<file path="src/rtl/lpx_pkg.sv">
package lpx_pkg;

    // Transfer states decoded from the two active-low drive requests.
    typedef enum logic [1:0] {
        XFER_IDLE  = 2'd0,
        XFER_A2B   = 2'd1,
        XFER_B2A   = 2'd2,
        XFER_CLASH = 2'd3
    } xfer_e;

endpackage

</file>
<file path="src/rtl/lpx_dir_decode.sv">
module lpx_dir_decode
    import lpx_pkg::*;
(
    input  logic  a_oe_n_i,
    input  logic  b_oe_n_i,
    output xfer_e xfer_o,
    output logic  drive_a_o,
    output logic  drive_b_o,
    output logic  clash_o
);

    // State decode from the request pins.
    always_comb begin
        unique case ({a_oe_n_i, b_oe_n_i})
            2'b11:   xfer_o = XFER_IDLE;
            2'b10:   xfer_o = XFER_A2B;
            2'b01:   xfer_o = XFER_B2A;
            default: xfer_o = XFER_CLASH;
        endcase
    end

    // Output decode per state.
    always_comb begin
        drive_a_o = 1'b0;
        drive_b_o = 1'b0;
        clash_o   = 1'b0;
        unique case (xfer_o)
            XFER_IDLE:  ;
            XFER_A2B:   drive_b_o = 1'b1;
            XFER_B2A:   drive_a_o = 1'b1;
            XFER_CLASH: clash_o   = 1'b1;
        endcase
    end

endmodule

</file>
<file path="src/rtl/lpx_parity_unit.sv">
module lpx_parity_unit #(
    parameter int DW = 8
) (
    input  logic [DW-1:0] data_i,
    input  logic          odd_i,
    output logic          gen_o
);

    // Bit that brings the total ones count to the selected sense.
    assign gen_o = (^data_i) ^ odd_i;

endmodule

</file>
<file path="src/rtl/lpx_side_latch.sv">
module lpx_side_latch #(
    parameter int W = 9
) (
    input  logic         clk,
    input  logic         rst_n,
    input  logic         le_i,
    input  logic         fb_sel_i,
    input  logic [W-1:0] d_pin_i,
    input  logic [W-1:0] d_fb_i,
    output logic [W-1:0] q_o,
    output logic [W-1:0] q_pin_o
);

    logic [W-1:0] held_q;
    logic [W-1:0] d_sel;

    assign d_sel   = fb_sel_i ? d_fb_i : d_pin_i;
    assign q_o     = le_i ? d_sel : held_q;
    // Pin-only view, valid whenever this side is not being driven.
    assign q_pin_o = le_i ? d_pin_i : held_q;

    always_ff @(posedge clk or negedge rst_n) begin
        if (!rst_n) begin
            held_q <= '0;
        end else begin
            held_q <= q_o;
        end
    end

    assert_hold_stable_R6: assert property (@(posedge clk) disable iff (!rst_n)
        !le_i |=> $stable(held_q));

endmodule

</file>
<file path="src/rtl/lpx_transceiver.sv">
module lpx_transceiver
    import lpx_pkg::*;
#(
    parameter int DATA_W = 8
) (
    input  logic              clk,
    input  logic              rst_n,
    input  logic [DATA_W-1:0] a_data_i,
    input  logic              a_par_i,
    input  logic [DATA_W-1:0] b_data_i,
    input  logic              b_par_i,
    input  logic              a_oe_n,
    input  logic              b_oe_n,
    input  logic              ft_sel,
    input  logic              odd_sel,
    input  logic              a_le,
    input  logic              b_le,
    output logic [DATA_W-1:0] a_data_o,
    output logic              a_par_o,
    output logic              a_drive,
    output logic [DATA_W-1:0] b_data_o,
    output logic              b_par_o,
    output logic              b_drive,
    output logic              a_err_n,
    output logic              b_err_n,
    output logic              dir_clash
);

    localparam int WORD_W = DATA_W + 1;
    localparam int SIDES  = 2;

    xfer_e                         xfer;
    logic [SIDES-1:0][WORD_W-1:0]  pin_w;
    logic [SIDES-1:0][WORD_W-1:0]  q_w;
    logic [SIDES-1:0][WORD_W-1:0]  qpin_w;
    logic [SIDES-1:0][WORD_W-1:0]  drv_w;
    logic [SIDES-1:0]              le_v;
    logic [SIDES-1:0]              drv_en;
    logic [SIDES-1:0]              ok_v;

    // Word layout: data in the upper bits, parity at bit 0. Index 0 is side A.
    assign pin_w[0] = {a_data_i, a_par_i};
    assign pin_w[1] = {b_data_i, b_par_i};
    assign le_v     = {b_le, a_le};

    lpx_dir_decode u_dec (
        .a_oe_n_i  (a_oe_n),
        .b_oe_n_i  (b_oe_n),
        .xfer_o    (xfer),
        .drive_a_o (drv_en[0]),
        .drive_b_o (drv_en[1]),
        .clash_o   (dir_clash)
    );

    for (genvar s = 0; s < SIDES; s++) begin : g_side
        localparam int FAR = SIDES - 1 - s;
        logic out_gen;
        logic chk_gen;

        lpx_side_latch #(.W(WORD_W)) u_lat (
            .clk      (clk),
            .rst_n    (rst_n),
            .le_i     (le_v[s]),
            .fb_sel_i (drv_en[s]),
            .d_pin_i  (pin_w[s]),
            .d_fb_i   (drv_w[s]),
            .q_o      (q_w[s]),
            .q_pin_o  (qpin_w[s])
        );

        // Generator for the word sent toward this side from the far latch.
        lpx_parity_unit #(.DW(DATA_W)) u_gen (
            .data_i (qpin_w[FAR][WORD_W-1:1]),
            .odd_i  (odd_sel),
            .gen_o  (out_gen)
        );

        // Checker on this side's own latch output.
        lpx_parity_unit #(.DW(DATA_W)) u_chk (
            .data_i (q_w[s][WORD_W-1:1]),
            .odd_i  (odd_sel),
            .gen_o  (chk_gen)
        );

        assign drv_w[s] = drv_en[s]
                        ? {qpin_w[FAR][WORD_W-1:1], (ft_sel ? qpin_w[FAR][0] : out_gen)}
                        : '0;
        assign ok_v[s]  = (chk_gen == q_w[s][0]);
    end

    assign {a_data_o, a_par_o} = drv_w[0];
    assign {b_data_o, b_par_o} = drv_w[1];
    assign a_drive = drv_en[0];
    assign b_drive = drv_en[1];
    assign a_err_n = ok_v[0];
    assign b_err_n = ok_v[1];

    // ---------------- assertions ----------------
    assert_one_driver_R2: assert property (@(posedge clk) disable iff (!rst_n)
        $onehot0({a_drive, b_drive}));

    assert_clash_quiet_R10: assert property (@(posedge clk) disable iff (!rst_n)
        dir_clash |-> (!a_drive && !b_drive && a_data_o == '0 && b_data_o == '0));

    assert_gen_parity_b_R3: assert property (@(posedge clk) disable iff (!rst_n)
        (b_drive && !ft_sel) |-> ((^{b_data_o, b_par_o}) == odd_sel));

    assert_gen_parity_a_R3: assert property (@(posedge clk) disable iff (!rst_n)
        (a_drive && !ft_sel) |-> ((^{a_data_o, a_par_o}) == odd_sel));

    assert_feed_through_R4: assert property (@(posedge clk) disable iff (!rst_n)
        (a_le && b_drive && ft_sel) |-> ({b_data_o, b_par_o} == {a_data_i, a_par_i}));

    assert_pin_check_R7: assert property (@(posedge clk) disable iff (!rst_n)
        (a_le && !a_drive) |-> (a_err_n == ((^{a_data_i, a_par_i}) == odd_sel)));

    assert_feedback_check_R9: assert property (@(posedge clk) disable iff (!rst_n)
        (b_le && b_drive) |-> (b_err_n == ((^{b_data_o, b_par_o}) == odd_sel)));

endmodule

</file>
<file path="config.mk">
export PLATFORM = sky130hd
export DESIGN_NAME = lpx_transceiver
export DESIGN_NICKNAME = d
export VERILOG_FILES = /design/src/rtl/lpx_pkg.sv /design/src/rtl/lpx_dir_decode.sv /design/src/rtl/lpx_parity_unit.sv /design/src/rtl/lpx_side_latch.sv /design/src/rtl/lpx_transceiver.sv
export SDC_FILE = /design/constraint.sdc
export NUM_CORES = 1
export LEC_CHECK = 0
export ABC_AREA = 1
export BUFFER_PORTS_ARGS = -buffer_cell sky130_fd_sc_hd__buf_4
export CORE_ASPECT_RATIO = 1.4
export CORE_UTILIZATION = 55
export DETAILED_ROUTE_END_ITERATION = 10
export PLACE_DENSITY = 0.82
export SETUP_SLACK_MARGIN = 0.3
export SLEW_MARGIN = 20
export SYNTH_ARGS = -nofsm -noshare
export SYNTH_HDL_FRONTEND = slang
export SYNTH_SLANG_ARGS = --single-unit
</file>
<file path="constraint.sdc">
create_clock -name clk -period 2.3 [get_ports clk]
set_clock_uncertainty 0.05 [all_clocks]
set_input_delay 0.345 -clock clk [delete_from_list [all_inputs] [get_ports clk]]
set_output_delay 0.345 -clock clk [all_outputs]
set_load 0.03 [all_outputs]
</file>
Word-level counts from Yosys, hierarchy flattened:

Index checks and enable logic that the tools add are counted.

* add/sub/neg operators: 0
* bitwise logic cells: 4
* multiply operators: 0
* divide/modulo/power cells: 0
* muxes and demuxes: 14
* shift operators: 0
* reductions and logical operators: 4
* magnitude comparators: 0
* equality and inequality tests: 8

Operators with widths (count)
* 9-bit 2-to-1 mux: 8
* 8-bit parity: 4
* 2-bit equality test, second input constant: 4
* 2-bit one-hot mux with 3 select lines: 1
* 1-bit 2-to-1 mux: 5
* 2-bit by 1-bit equality test with 1-bit output, second input constant: 2
* 1-bit bitwise XOR: 4
* 1-bit equality test: 2

* latch bits: 0
* output and inout port bits: 23
* bits of input ports: 26
* memories: 0
* memory bits (read-only): 0
* register bits: 18
* logic and storage cells: 32
* bits in writable memories: 0

Depth between registers and ports, before layout:

Gate-level depths: netlist of run 1.

* depth in word-level cells: 10
* depth in mapped cells: 17
* gate-level depth less buffers: 17

Hierarchy:

From an unflattened synthesis of run 1, not the netlist that was laid out.

* cell total of the unflattened synthesis: 375
* area total of the unflattened synthesis: 2093.3 µm²

By module, submodules not included
* lpx_side_latch: cells each 86, instances 2, area each 605.6 µm², sequential area each 225.2 µm²
* lpx_parity_unit: cells each 38, instances 4, area each 163.9 µm², sequential area each 0.0 µm²
* lpx_transceiver: cells each 46, instances 1, area each 207.7 µm², sequential area each 0.0 µm²
* lpx_dir_decode: cells each 5, instances 1, area each 18.8 µm², sequential area each 0.0 µm²

Worst setup path before layout of run 1:

No wires, ideal clock.

* path type: input port to output port
* from: input port a_le
* to: output port b_err_n
* stages: 15
* buffers on the path: 2
* data required time: 1.905 ns
* arrival: 1.741 ns
* path slack: 0.164 ns
* cell sequence: buf_4 buf_6 o21ai_0 nand3_1 nand2_2 inv_2 nand2_1 nand2_1 nand2_1 nand2_1 nand2_1 nand3_2 nand2_1 nand2_1 nand2_1

* elaborated cells on any way between the ends: 10
* classes of those cells: eq/ne (1); mux (5); bitwise (2); reduce/logical (2)

RTL lines
* start: declaration: line lpx_transceiver.sv:16 `input logic a_le,`
* 9-bit 2-to-1 mux: line lpx_side_latch.sv:20 `assign q_pin_o = le_i ? d_pin_i : held_q;`
* 9-bit 2-to-1 mux: line lpx_transceiver.sv:86 `? {qpin_w[FAR][WORD_W-1:1], (ft_sel ? qpin_w[FAR][0] : out_gen)}`
* 9-bit 2-to-1 mux: line lpx_side_latch.sv:17 `assign d_sel = fb_sel_i ? d_fb_i : d_pin_i;`
* 9-bit 2-to-1 mux: line lpx_side_latch.sv:18 `assign q_o = le_i ? d_sel : held_q;`
* net g_side[1].u_chk.data_i[7]: line lpx_parity_unit.sv:4 `input logic [DW-1:0] data_i,`
* 8-bit parity: line lpx_parity_unit.sv:10 `assign gen_o = (^data_i) ^ odd_i;`
* 1-bit bitwise XOR: line lpx_parity_unit.sv:10
* 1-bit equality test: line lpx_transceiver.sv:88 `assign ok_v[s] = (chk_gen == q_w[s][0]);`
* end: declaration: line lpx_transceiver.sv:25 `output logic b_err_n,`

The timed path passes the listed nets, and every way through them passes these cells.

Final worst setup path of run 1:

* from: register g_side[0].u_lat.held_q[3]
* to: output port b_err_n

* word-level cells in the longest chain between the ends: 8
* elaborated cells on any way between the ends: 10
* classes of those cells: eq/ne (1); mux (5); bitwise (2); reduce/logical (2)

Ends and longest elaborated chain
* start: declaration: line lpx_side_latch.sv:14 `logic [W-1:0] held_q;`
* start signal: assignment: line lpx_side_latch.sv:26 `held_q <= q_o;`
* 9-bit 2-to-1 mux: line lpx_side_latch.sv:20
* 8-bit parity: line lpx_parity_unit.sv:10
* 1-bit bitwise XOR: line lpx_parity_unit.sv:10
* 1-bit 2-to-1 mux: line lpx_transceiver.sv:86
* 9-bit 2-to-1 mux: line lpx_transceiver.sv:86
* 9-bit 2-to-1 mux: line lpx_side_latch.sv:17
* 9-bit 2-to-1 mux: line lpx_side_latch.sv:18
* net g_side[1].u_lat.q_o[0]: line lpx_side_latch.sv:10 `output logic [W-1:0] q_o,`
* 1-bit equality test: line lpx_transceiver.sv:88

The timed path passes the listed nets, and every way through them passes these cells.

==> results by group, run 1 <==
Outcome
  – Status: complete, but fails checks
  – Failing checks: setup timing

Worst setup path
  – Worst path max stage delay: 0.40 ns
  – Max FO, Critical Path: 4
  – Reg2Reg Launch Point: g_side[0].u_lat.held_q[3]
  – Reg-to-reg setup timing slack: 0.33 ns
  – Crit-path slowest cell: dfrtp_1
  – Cells along the critical path: nand2_2, nand2_1, nand2_1, nand2_1, nand2_1, nand2_1, nand2_2, nand3_2, nand3_4, nand3_2, nand2_2, inv_1, nand2_2, nand2_4, buf_6
  – Type of origin of the critical path: register
  – Reg2reg end: g_side[1].u_lat.held_q[0]
  – Worst Path Arrival: 2.31 ns
  – Req. time, crit path: 1.90 ns
  – CP Class: reg2out
  – Crit-path most repeated cell: nand2_1
  – Worst reg2reg path depth: 13
  – CP endpoint kind: primary output

Clocking
  – Clk root buf: clkbuf_8
  – CTS Buffer Depth: 2
  – Clk_lat worst skew: 0.28 ns
  – Reg clk slew, reported paths: 0.08 ns
  – Num Clock Sinks: 18
  – CTS tree: yes
  – Max H-tree Level: 1
  – Cts bufs inserted: 3

Synth
  – Syn nets: 403
  – Average footprint of a synthesized cell: 5.49 µm²
  – Flops & latches, synth: 18
  – Synth Instances: 377
  – Post-synth design cell area: 2070 µm²
  – Sequential fraction of the synthesis area: 0.218
  – Yosys cell types: 22
  – Synth warn: 0

Flow run
  – Maxcap violations: 0

Routing
  – Number of DRC markers in iteration 0: 245
  – Routed length per instance: 19.5 µm
  – Routed wire length: 9920 µm
  – Detail Route Antenna Nets: 0
  – Vias/cell: 6.19
  – Drt drc: 0
  – Pre-antenna DRT Iters: 5
  – Vias: 3147

Worst hold path
  – Hold Path Stages: 5
  – Hold Startpoint: a_data_i[7]
  – Hold endpoint: g_side[0].u_lat.held_q[8]
  – Worst min-delay path class: in2reg

STA
  – Max Clk Rate: 370 MHz
  – Fin Setup TNS: -0.902 ns
  – Fin crit share: 1.17
  – Final hold vios: 0
  – Final Slew Violations: 0
  – Tmin final: 2.70 ns
  – Worst Tran Pin Value: 0.462 ns
  – RSZ-0062 raised after global routing: yes
  – Final WS setup: -0.402 ns
  – Worst relative slew slack: 0.692
  – Setup-failing EPs final: 4

Global routing
  – Global route total overflow: 0
  – GRT Total Usage: 0.415
  – Initial antenna violation count: 0
  – First-pass GRT wire length: 12000 µm
  – Number of global-route vias before repair: 2747
  – Pin count of the biggest net entering global routing: 19

Power
  – LEAKAGE: 1.91 nW
  – Worst IR Drop VDD: 0.480 mV
  – Power per cell area: 521 nW/µm²

Floorplan
  – Rows: 26
  – Die Height: 74.6 µm
  – I/O pins: 49
  – Core box area: 3610 µm²
  – Die Area: 4010 µm²
  – Die span in x: 53.8 µm
  – Starting Density: 0.573

Finish
  – Largest Register: g_side.u_lat.held_q
  – Multi-input gate area: 1730 µm²
  – FILL cells: 135
  – Reg area: 450 µm²
  – Final core area utilization: 0.937
  – N_diodes: 0
  – Max FFs per register: 18
  – Biggest regs: g_side.u_lat.held_q: 18 flops
  – Commonest cells after routing, fill and taps aside: nand2_1 (112), buf_4 (71), nand2_2 (59)
  – Layout overhead on the synthesized area: 63.6%
  – Proportion of layout cells with a drive suffix above 1: 0.487
  – Fin nets: 494
  – Commonest non-fill, non-tap cell in the layout: nand2_1

Placement
  – Port Buffers: 48
  – Routability cong.: 0.856
  – Detailed-placement wirelength estimate: 4740 µm
-- power breakdown --
| group | internal (mW) | switching (mW) |
|---|---|---|
| Clock | 0.118 | 0.138 |
| Sequential | 0.353 | 0.0204 |
| Combinational | 0.423 | 0.710 |
-- synth_stat cells, drive strengths merged --
cell    instances  area [µm²]
clkbuf          2        27.5
o21ai           4        20.0
buf             7        61.3
xnor2           5        43.8
nor2           35         146
nand2         185         732
nand3          35         195
inv            59         221
a21boi          2        15.0
a21oi          16        80.1
o31ai           1        7.51
xor2            6        52.6
dfrtp          18         450
o21a            2        15.0
-- final cells by class --
cell class                      instances  share of cell area
Timing Repair Buffer                   95               0.259
Tap cell                               42              0.0155
Multi-Input combinational cell        291               0.512
Inverter                               59              0.0677
Clock buffer                            3              0.0122
Sequential cell                        18               0.133
-- timing repair --
| item | 4_1_cts | 5_1_grt |
|---|---|---|
| hold buffers | 1 | 0 |
| pin swaps | 52 | 29 |
| setup endpoints to repair | 4 | 4 |
| gates resized for setup | 91 | 48 |
| cloned | 2 | 0 |
| endpoints found under the hold margin | 18 | 0 |
| setup buffers | 14 | 0 |
-- cells by family after synthesis --
family          after synthesis  synth area share
flops                        18             0.218
simple gates                255             0.519
compound gates               25            0.0665
buf+inv                      68             0.150
xor+xnor                     11            0.0466
-- critical path, delay by kind of cell, from the launching register on --
| family | cells | cell delay, ns |
|---|---|---|
| flops | 1 | 0.40 |
| simple gates | 13 | 1.42 |
| buf+inv | 2 | 0.20 |
-- per-stage QoR --
step	power, mW	cell area [µm²]	setup slack [ns]	hold WS [ns]	instances
after floorplan	0.905	2130	0.314	-0.000591	377
after global placement	1.13	2720	-0.0805	0.185	488
after detailed placement	1.15	2720	-0.113	0.193	488
after CTS	1.53	3220	0.0330	0.432	508
after global routing	1.84	3380	-0.406	0.457	508
final	1.76	3380	-0.402	0.433	508
-- metal layers --
metal  global-route usage  part of all wire  up-vias  wire [µm]
met5                    0                 0        -          0
met4                0.333              0.10        0       1000
met3                0.100              0.12      116       1190
met2                0.712              0.47      309       4670
met1                0.409              0.31     1412       3050
li1                     -                 -     1310          -
-- how the worst max path moves through the flow --
stage               to  depth (start not counted)                       from
6_report       b_err_n                         15  g_side[0].u_lat.held_q[3]
5_1_grt        a_err_n                         15  g_side[1].u_lat.held_q[7]
4_1_cts        b_err_n                         16                     a_oe_n
3_5_place_dp   b_err_n                         16                       a_le
3_3_place_gp   b_err_n                         16                       a_le
2_1_floorplan  b_err_n                         17                       a_le
Note: power is estimated with default switching activity, not from simulation.
==> inputs of run 2 (changes only) <==
--- a/config.mk
+++ b/config.mk
@@ -7,12 +7,15 @@
 export LEC_CHECK = 0
 export ABC_AREA = 1
 export BUFFER_PORTS_ARGS = -buffer_cell sky130_fd_sc_hd__buf_4
+export CELL_PAD_IN_SITES_DETAIL_PLACEMENT = 0
+export CELL_PAD_IN_SITES_GLOBAL_PLACEMENT = 1
 export CORE_ASPECT_RATIO = 1.4
-export CORE_UTILIZATION = 55
+export CORE_UTILIZATION = 36
 export DETAILED_ROUTE_END_ITERATION = 10
-export PLACE_DENSITY = 0.82
+export PLACE_DENSITY_LB_ADDON = 0.1
 export SETUP_SLACK_MARGIN = 0.3
 export SLEW_MARGIN = 20
 export SYNTH_ARGS = -nofsm -noshare
 export SYNTH_HDL_FRONTEND = slang
 export SYNTH_SLANG_ARGS = --single-unit
+export TNS_END_PERCENT = 10
==> results by group, run 2 (synthesis results as in run 1) <==
Outcome
  – Status: finished, final reports clean

Finish
  – Final non-filler cell total: 538
  – Commonest cells after routing, fill and taps aside: nand2_1 (109), buf_4 (80), nand2_2 (68)
  – Biggest regs: g_side.u_lat.held_q: 18 flops
  – N_diodes: 0
  – Max FFs per register: 18
  – Fin nets: 497
  – Largest Register: g_side.u_lat.held_q
  – Layout overhead on the synthesized area: 61.7%
  – Proportion of layout cells with a drive suffix above 1: 0.506
  – Commonest non-fill, non-tap cell in the layout: nand2_1
  – Fin area: 3340 µm²
  – FILL cells: 565

STA
  – RSZ-0062 raised after global routing: yes
  – Tmin final: 2.29 ns
  – Final hold vios: 0
  – Final Slew Violations: 0
  – Worst relative slew slack: 0.824
  – Max Clk Rate: 436 MHz
  – Hold_ws: 0.441 ns
  – Fin crit share: 0.997
  – Setup-failing EPs final: 0
  – Worst Tran Pin Value: 0.261 ns

Floorplan
  – Die span in x: 66.1 µm
  – Starting Density: 0.374
  – Rows: 32
  – I/O pins: 49
  – Die Height: 91.7 µm
  – Die Area: 6060 µm²
  – Core box area: 5530 µm²

Placement
  – Placement Cell Area: 2760 µm²
  – Routability cong.: 0.824
  – Cells after DPL: 519
  – Detailed-placement wirelength estimate: 4950 µm
  – Port Buffers: 48

Flow run
  – Maxcap violations: 0

Routing
  – Vias/cell: 4.72
  – Routed wire length: 6700 µm
  – Number of DRC markers in iteration 0: 55
  – Vias: 2542
  – Drt drc: 0
  – Pre-antenna DRT Iters: 4
  – Routed length per instance: 12.5 µm
  – Detail Route Antenna Nets: 0

Worst setup path
  – Req. time, crit path: 1.90 ns
  – Worst Path Arrival: 1.90 ns
  – Reg-to-reg setup timing slack: 0.73 ns
  – Type of origin of the critical path: register
  – Reg2Reg Launch Point: g_side[0].u_lat.held_q[4]
  – Worst reg2reg path depth: 13
  – CP endpoint kind: primary output
  – End point of the critical path: a_err_n
  – CP Class: reg2out
  – Critical path origin: g_side[1].u_lat.held_q[5]
  – Max FO, Critical Path: 2
  – Reg2reg end: g_side[1].u_lat.held_q[0]

Clocking
  – CTS tree: yes
  – Clk root buf: clkbuf_8
  – Max H-tree Level: 1
  – Reg clk slew, reported paths: 0.07 ns
  – Num Clock Sinks: 18
  – CTS Buffer Depth: 2
  – Cts bufs inserted: 3
  – Clk_lat worst skew: 0.26 ns

Global routing
  – First-pass GRT wire length: 10400 µm
  – Number of global-route vias before repair: 2318
  – Initial antenna violation count: 0
  – GR Util met1: 0.262
  – Met3 Use GR: 0.0187
  – Met2 Track Usage GR: 0.408
  – Pin count of the biggest net entering global routing: 19
  – GRT Total Usage: 0.222
  – Global route hottest layer: met2
  – Global route total overflow: 0

Power
  – LEAKAGE: 1.89 nW
  – Worst IR Drop VDD: 0.250 mV
  – Power per cell area: 483 nW/µm²
  – Tot Pwr: 1.62 mW

Worst hold path
  – Worst min-delay path class: in2reg
[run 2: cell count changes in the layout (fill, tap and decap cells not counted), moves of 2 or more]
| cell | before | now |
|---|---|---|
| nand2_4 | 14 | 8 |
| buf_6 | 15 | 12 |
| nand3_2 | 16 | 18 |
| inv_2 | 11 | 17 |
| buf_16 | 2 | 0 |
| inv_1 | 45 | 39 |
| nand2_1 | 112 | 109 |
| buf_4 | 71 | 80 |
| nand2_2 | 59 | 68 |
| nand3_4 | 5 | 2 |
[run 2: what timing repair did]
action / CTS / global route
pin swaps: 29 / 60
endpoints found under the hold margin: 18 / 0
endpoints found under the setup margin: 4 / 4
setup buffers: 5 / 8
hold buffers: 1 / 0
gates resized for setup: 45 / 85
cloned: 0 / 1
[run 2: routing by layer]
layer	up-vias	wire length, µm
met2	45	3540
li1	1320	-
met1	1164	2790
met5	-	0
met4	0	193
met3	13	174
[run 2: worst min-delay path by stage]
stage           startpoint                        end  slack, ns  cells after the start
2_1_floorplan        rst_n  g_side[0].u_lat.held_q[0]    -0.0006                      0
3_3_place_gp         rst_n  g_side[0].u_lat.held_q[7]       0.19                      1
3_5_place_dp         rst_n  g_side[0].u_lat.held_q[7]       0.19                      1
4_1_cts        a_data_i[6]  g_side[0].u_lat.held_q[7]       0.39                      5
5_1_grt            a_par_i  g_side[0].u_lat.held_q[0]       0.45                      5
6_report           a_par_i  g_side[0].u_lat.held_q[0]       0.44                      5
[run 2: where the power goes]
part / switching (mW) / leakage (nW) / total, mW / internal (mW)
registers: 0.0142 / 0.222 / 0.368 / 0.353
clock network: 0.117 / 0.0288 / 0.270 / 0.152
logic: 0.573 / 1.64 / 0.979 / 0.407
total: 0.704 / 1.89 / 1.62 / 0.912
[run 2: area by class of cell]
cell class	count	area, µm²	share of cell area
Sequential cell	18	450	0.135
Inverter	59	231	0.0692
Multi-Input combinational cell	291	1680	0.501
Tap cell	68	85.1	0.0254
Clock buffer	4	55.1	0.0165
Timing Repair Buffer	98	846	0.253
[run 2: worst max-delay path, stage by stage, from the launching register on]
cell and delay (ns):
dfrtp_1 0.38, nand2_1 0.09, nand2_2 0.07, buf_4 0.14, xnor2_1 0.14, nand2_1 0.07
nand2_1 0.09, inv_1 0.05, nand2_2 0.06, nand2_2 0.07, nand2_2 0.06, nand3_2 0.08
nand2_2 0.08, nand2_2 0.06, nand2_4 0.06, buf_6 0.12
[run 2: through the flow]
step                setup WS (ns)   util  setup TNS (ns)
detailed placement         -0.131  0.500          -0.243
CTS                        0.0132  0.546               0
finish                    0.00708  0.605               0
global route               -0.130  0.605          -0.289
global placement           -0.101  0.500          -0.184
floorplan                   0.314      -               0
==> inputs of run 3 (changes only) <==
--- a/config.mk
+++ b/config.mk
@@ -5,12 +5,12 @@
 export SDC_FILE = /design/constraint.sdc
 export NUM_CORES = 1
 export LEC_CHECK = 0
-export ABC_AREA = 1
 export BUFFER_PORTS_ARGS = -buffer_cell sky130_fd_sc_hd__buf_4
+export CAP_MARGIN = 15
 export CELL_PAD_IN_SITES_DETAIL_PLACEMENT = 0
 export CELL_PAD_IN_SITES_GLOBAL_PLACEMENT = 1
 export CORE_ASPECT_RATIO = 1.4
-export CORE_UTILIZATION = 36
+export CORE_UTILIZATION = 41
 export DETAILED_ROUTE_END_ITERATION = 10
 export PLACE_DENSITY_LB_ADDON = 0.1
 export SETUP_SLACK_MARGIN = 0.3
==> results by group, run 3 <==
Floorplan
  – Die span in x: 58.7 µm
  – I/O pins: 49
  – Die Area: 4780 µm²
  – Die Height: 81.4 µm
  – Starting Density: 0.432
  – Rows: 28
  – Core box area: 4270 µm²

Placement
  – Detailed-placement wirelength estimate: 3820 µm
  – Cells after DPL: 321
  – Routability cong.: 0.813
  – Port Buffers: 48
  – Placement Cell Area: 2640 µm²
  – Dpl ws: -0.421 ns

Synth
  – Synth warn: 0
  – Most frequent cells after synthesis: mux2i_1 (26), xor2_1 (20), nor2_1 (19), dfrtp_1 (18)
  – Area contributors post-synth: dfrtp_1 (24%), mux2i_1 (14%), xor2_1 (9.5%)
  – Compound-Gate Fraction of Synth Area: 0.125
  – Post-synth design cell area: 1850 µm²
  – XOR/XNOR Fraction of Synth Area: 0.216
  – Post-synthesis simple-gate area fraction: 0.132
  – Largest family of logic cells by synthesized area: XOR/XNOR gates
  – Sequential fraction of the synthesis area: 0.244
  – Syn nets: 199
  – Primary FF master, synth: dfrtp_1
  – Flops & latches, synth: 18
  – Top-area cell type share of the netlist area: 0.244
  – Adder-Cell Fraction of Synth Area: 0
  – Average footprint of a synthesized cell: 10.7 µm²
  – Most frequent cell after synthesis: mux2i_1
  – Synth Instances: 173
  – Number of flops mapped to enable cells by yosys: 0
  – Yosys cell types: 27
  – Cell taking the most area after synthesis: dfrtp_1
  – Asr flop ratio synth: 1.00
  – Post-synthesis mux area share: 0.195

Clocking
  – Max H-tree Level: 1
  – Clk root buf: clkbuf_8
  – Num Clock Sinks: 18
  – Reg clk slew, reported paths: 0.07 ns
  – CTS Buffer Depth: 2
  – Cts bufs inserted: 3
  – CTS tree: yes
  – Clk_lat worst skew: 0.25 ns

Routing
  – Drt drc: 0
  – Pre-antenna DRT Iters: 4
  – Routed length per instance: 14.3 µm
  – Number of DRC markers in iteration 0: 62
  – Routed wire length: 4660 µm
  – Detail Route Antenna Nets: 0
  – Vias/cell: 4.75
  – Vias: 1543

STA
  – Hold_ws: 0.404 ns
  – Final Slew Violations: 0
  – Worst relative slew slack: 0.827
  – Worst Tran Pin Value: 0.253 ns
  – Tmin final: 2.70 ns
  – Final WS setup: -0.403 ns
  – Final hold vios: 0
  – RSZ-0062 raised after global routing: yes
  – Setup-failing EPs final: 4
  – Fin crit share: 1.18
  – Max Clk Rate: 370 MHz
  – Fin Setup TNS: -1.25 ns

Worst setup path
  – Worst path max stage delay: 0.41 ns
  – CP Class: reg2out
  – Reg-to-reg setup timing slack: 0.37 ns
  – CP Depth: 8
  – CP endpoint kind: primary output
  – Worst Path Arrival: 2.31 ns
  – Buf/Inv on CP: 1
  – Reg2reg end: g_side[1].u_lat.held_q[0]
  – Family with the most delay on the worst path: XOR/XNOR gates
  – Max FO, Critical Path: 3
  – Cells along the critical path: mux2i_2, o221ai_2, xor2_1, xnor2_1, xnor3_1, xnor2_2, xor2_2, buf_4
  – Req. time, crit path: 1.90 ns
  – Reg2Reg Launch Point: g_side[0].u_lat.held_q[2]
  – Type of origin of the critical path: register
  – Worst reg2reg path depth: 6
  – Crit-path slowest cell: dfrtp_1

Finish
  – Commonest cells after routing, fill and taps aside: buf_4 (93), mux2i_1 (19), xor2_1 (18), dfrtp_1 (18), nor2_1 (17)
  – Commonest non-fill, non-tap cell in the layout: buf_4
  – Proportion of layout cells with a drive suffix above 1: 0.547
  – FILL cells: 387
  – Fin area: 2740 µm²
  – Final non-filler cell total: 325
  – Multi-input gate area: 1360 µm²
  – Layout overhead on the synthesized area: 48.3%
  – Biggest regs: g_side.u_lat.held_q: 18 flops
  – Final core area utilization: 0.641
  – N_diodes: 0
  – Max FFs per register: 18
  – Largest Register: g_side.u_lat.held_q
  – Fin nets: 293
  – Reg area: 450 µm²

Worst hold path
  – Hold endpoint: g_side[0].u_lat.held_q[1]
  – Hold Startpoint: a_data_i[0]
  – Worst min-delay path class: in2reg
  – Hold Path Stages: 3

Power
  – Power per cell area: 623 nW/µm²
  – Tot Pwr: 1.71 mW
  – LEAKAGE: 1.34 nW
  – Worst IR Drop VDD: 0.722 mV

Global routing
  – GRT Total Usage: 0.211
  – Global route total overflow: 0
  – Pin count of the biggest net entering global routing: 19
  – Initial antenna violation count: 0
  – Number of global-route vias before repair: 1631
  – First-pass GRT wire length: 7580 µm

Outcome
  – Status: complete, but fails checks
  – Failing checks: setup timing

Flow run
  – Maxcap violations: 0
==> run 3: final cells by class <==
| cell class | instances | area share |
|---|---|---|
| multi-input combinational | 135 | 0.498 |
| inverter | 12 | 0.0174 |
| clock buffer | 3 | 0.0151 |
| tap | 60 | 0.0274 |
| sequential | 18 | 0.165 |
| timing repair buffer | 97 | 0.277 |
==> run 3: timing repair <==
action / 4_1_cts / 5_1_grt
endpoints found under the hold margin: 18 / 0
gates resized for setup: 4 / 4
hold buffers: 1 / 0
endpoints found under the setup margin: 5 / 5
gates cloned: 0 / 0
pin swaps: 1 / 2
buffers inserted: 0 / 0
==> run 3: worst max-delay path by stage <==
stage               to  slack (ns)                      start
6_report       a_err_n       -0.40  g_side[1].u_lat.held_q[4]
5_1_grt        a_err_n       -0.54  g_side[1].u_lat.held_q[6]
4_1_cts        a_err_n       -0.44  g_side[1].u_lat.held_q[4]
3_5_place_dp   b_err_n       -0.42                       a_le
3_3_place_gp   b_err_n       -0.42                       a_le
2_1_floorplan  a_err_n       -0.25                       b_le
==> run 3: layer usage <==
metal  GRT usage  up-vias  routed length [µm]
li1            -      769                   -
met1       0.255      728                1920
met2       0.397       40                2520
met3      0.0143        6                 140
met4      0.0595        0                  85
met5           0        -                   0
==> run 3: kinds of logic after synthesis <==
kind of cell	count (synthesis)
DFF	18
and+or+nand+nor	45
buffers and inverters	20
muxes	32
AOI/OAI and AO/OA	22
xor gates and xnor gates	36
==> run 3: tightest hold or removal path, delay by kind of cell <==
kind,cells,cell delay (ns)
AOI/OAI and AO/OA,1,0.12
and+or+nand+nor,1,0.06
buffers and inverters,1,0.12
==> run 3: report_power, final <==
part	switching (mW)	leakage [nW]	total [mW]	internal [mW]
registers	0.0376	0.215	0.396	0.358
logic	0.527	1.11	1.08	0.558
clock network	0.109	0.0216	0.225	0.116
total	0.673	1.34	1.71	1.03
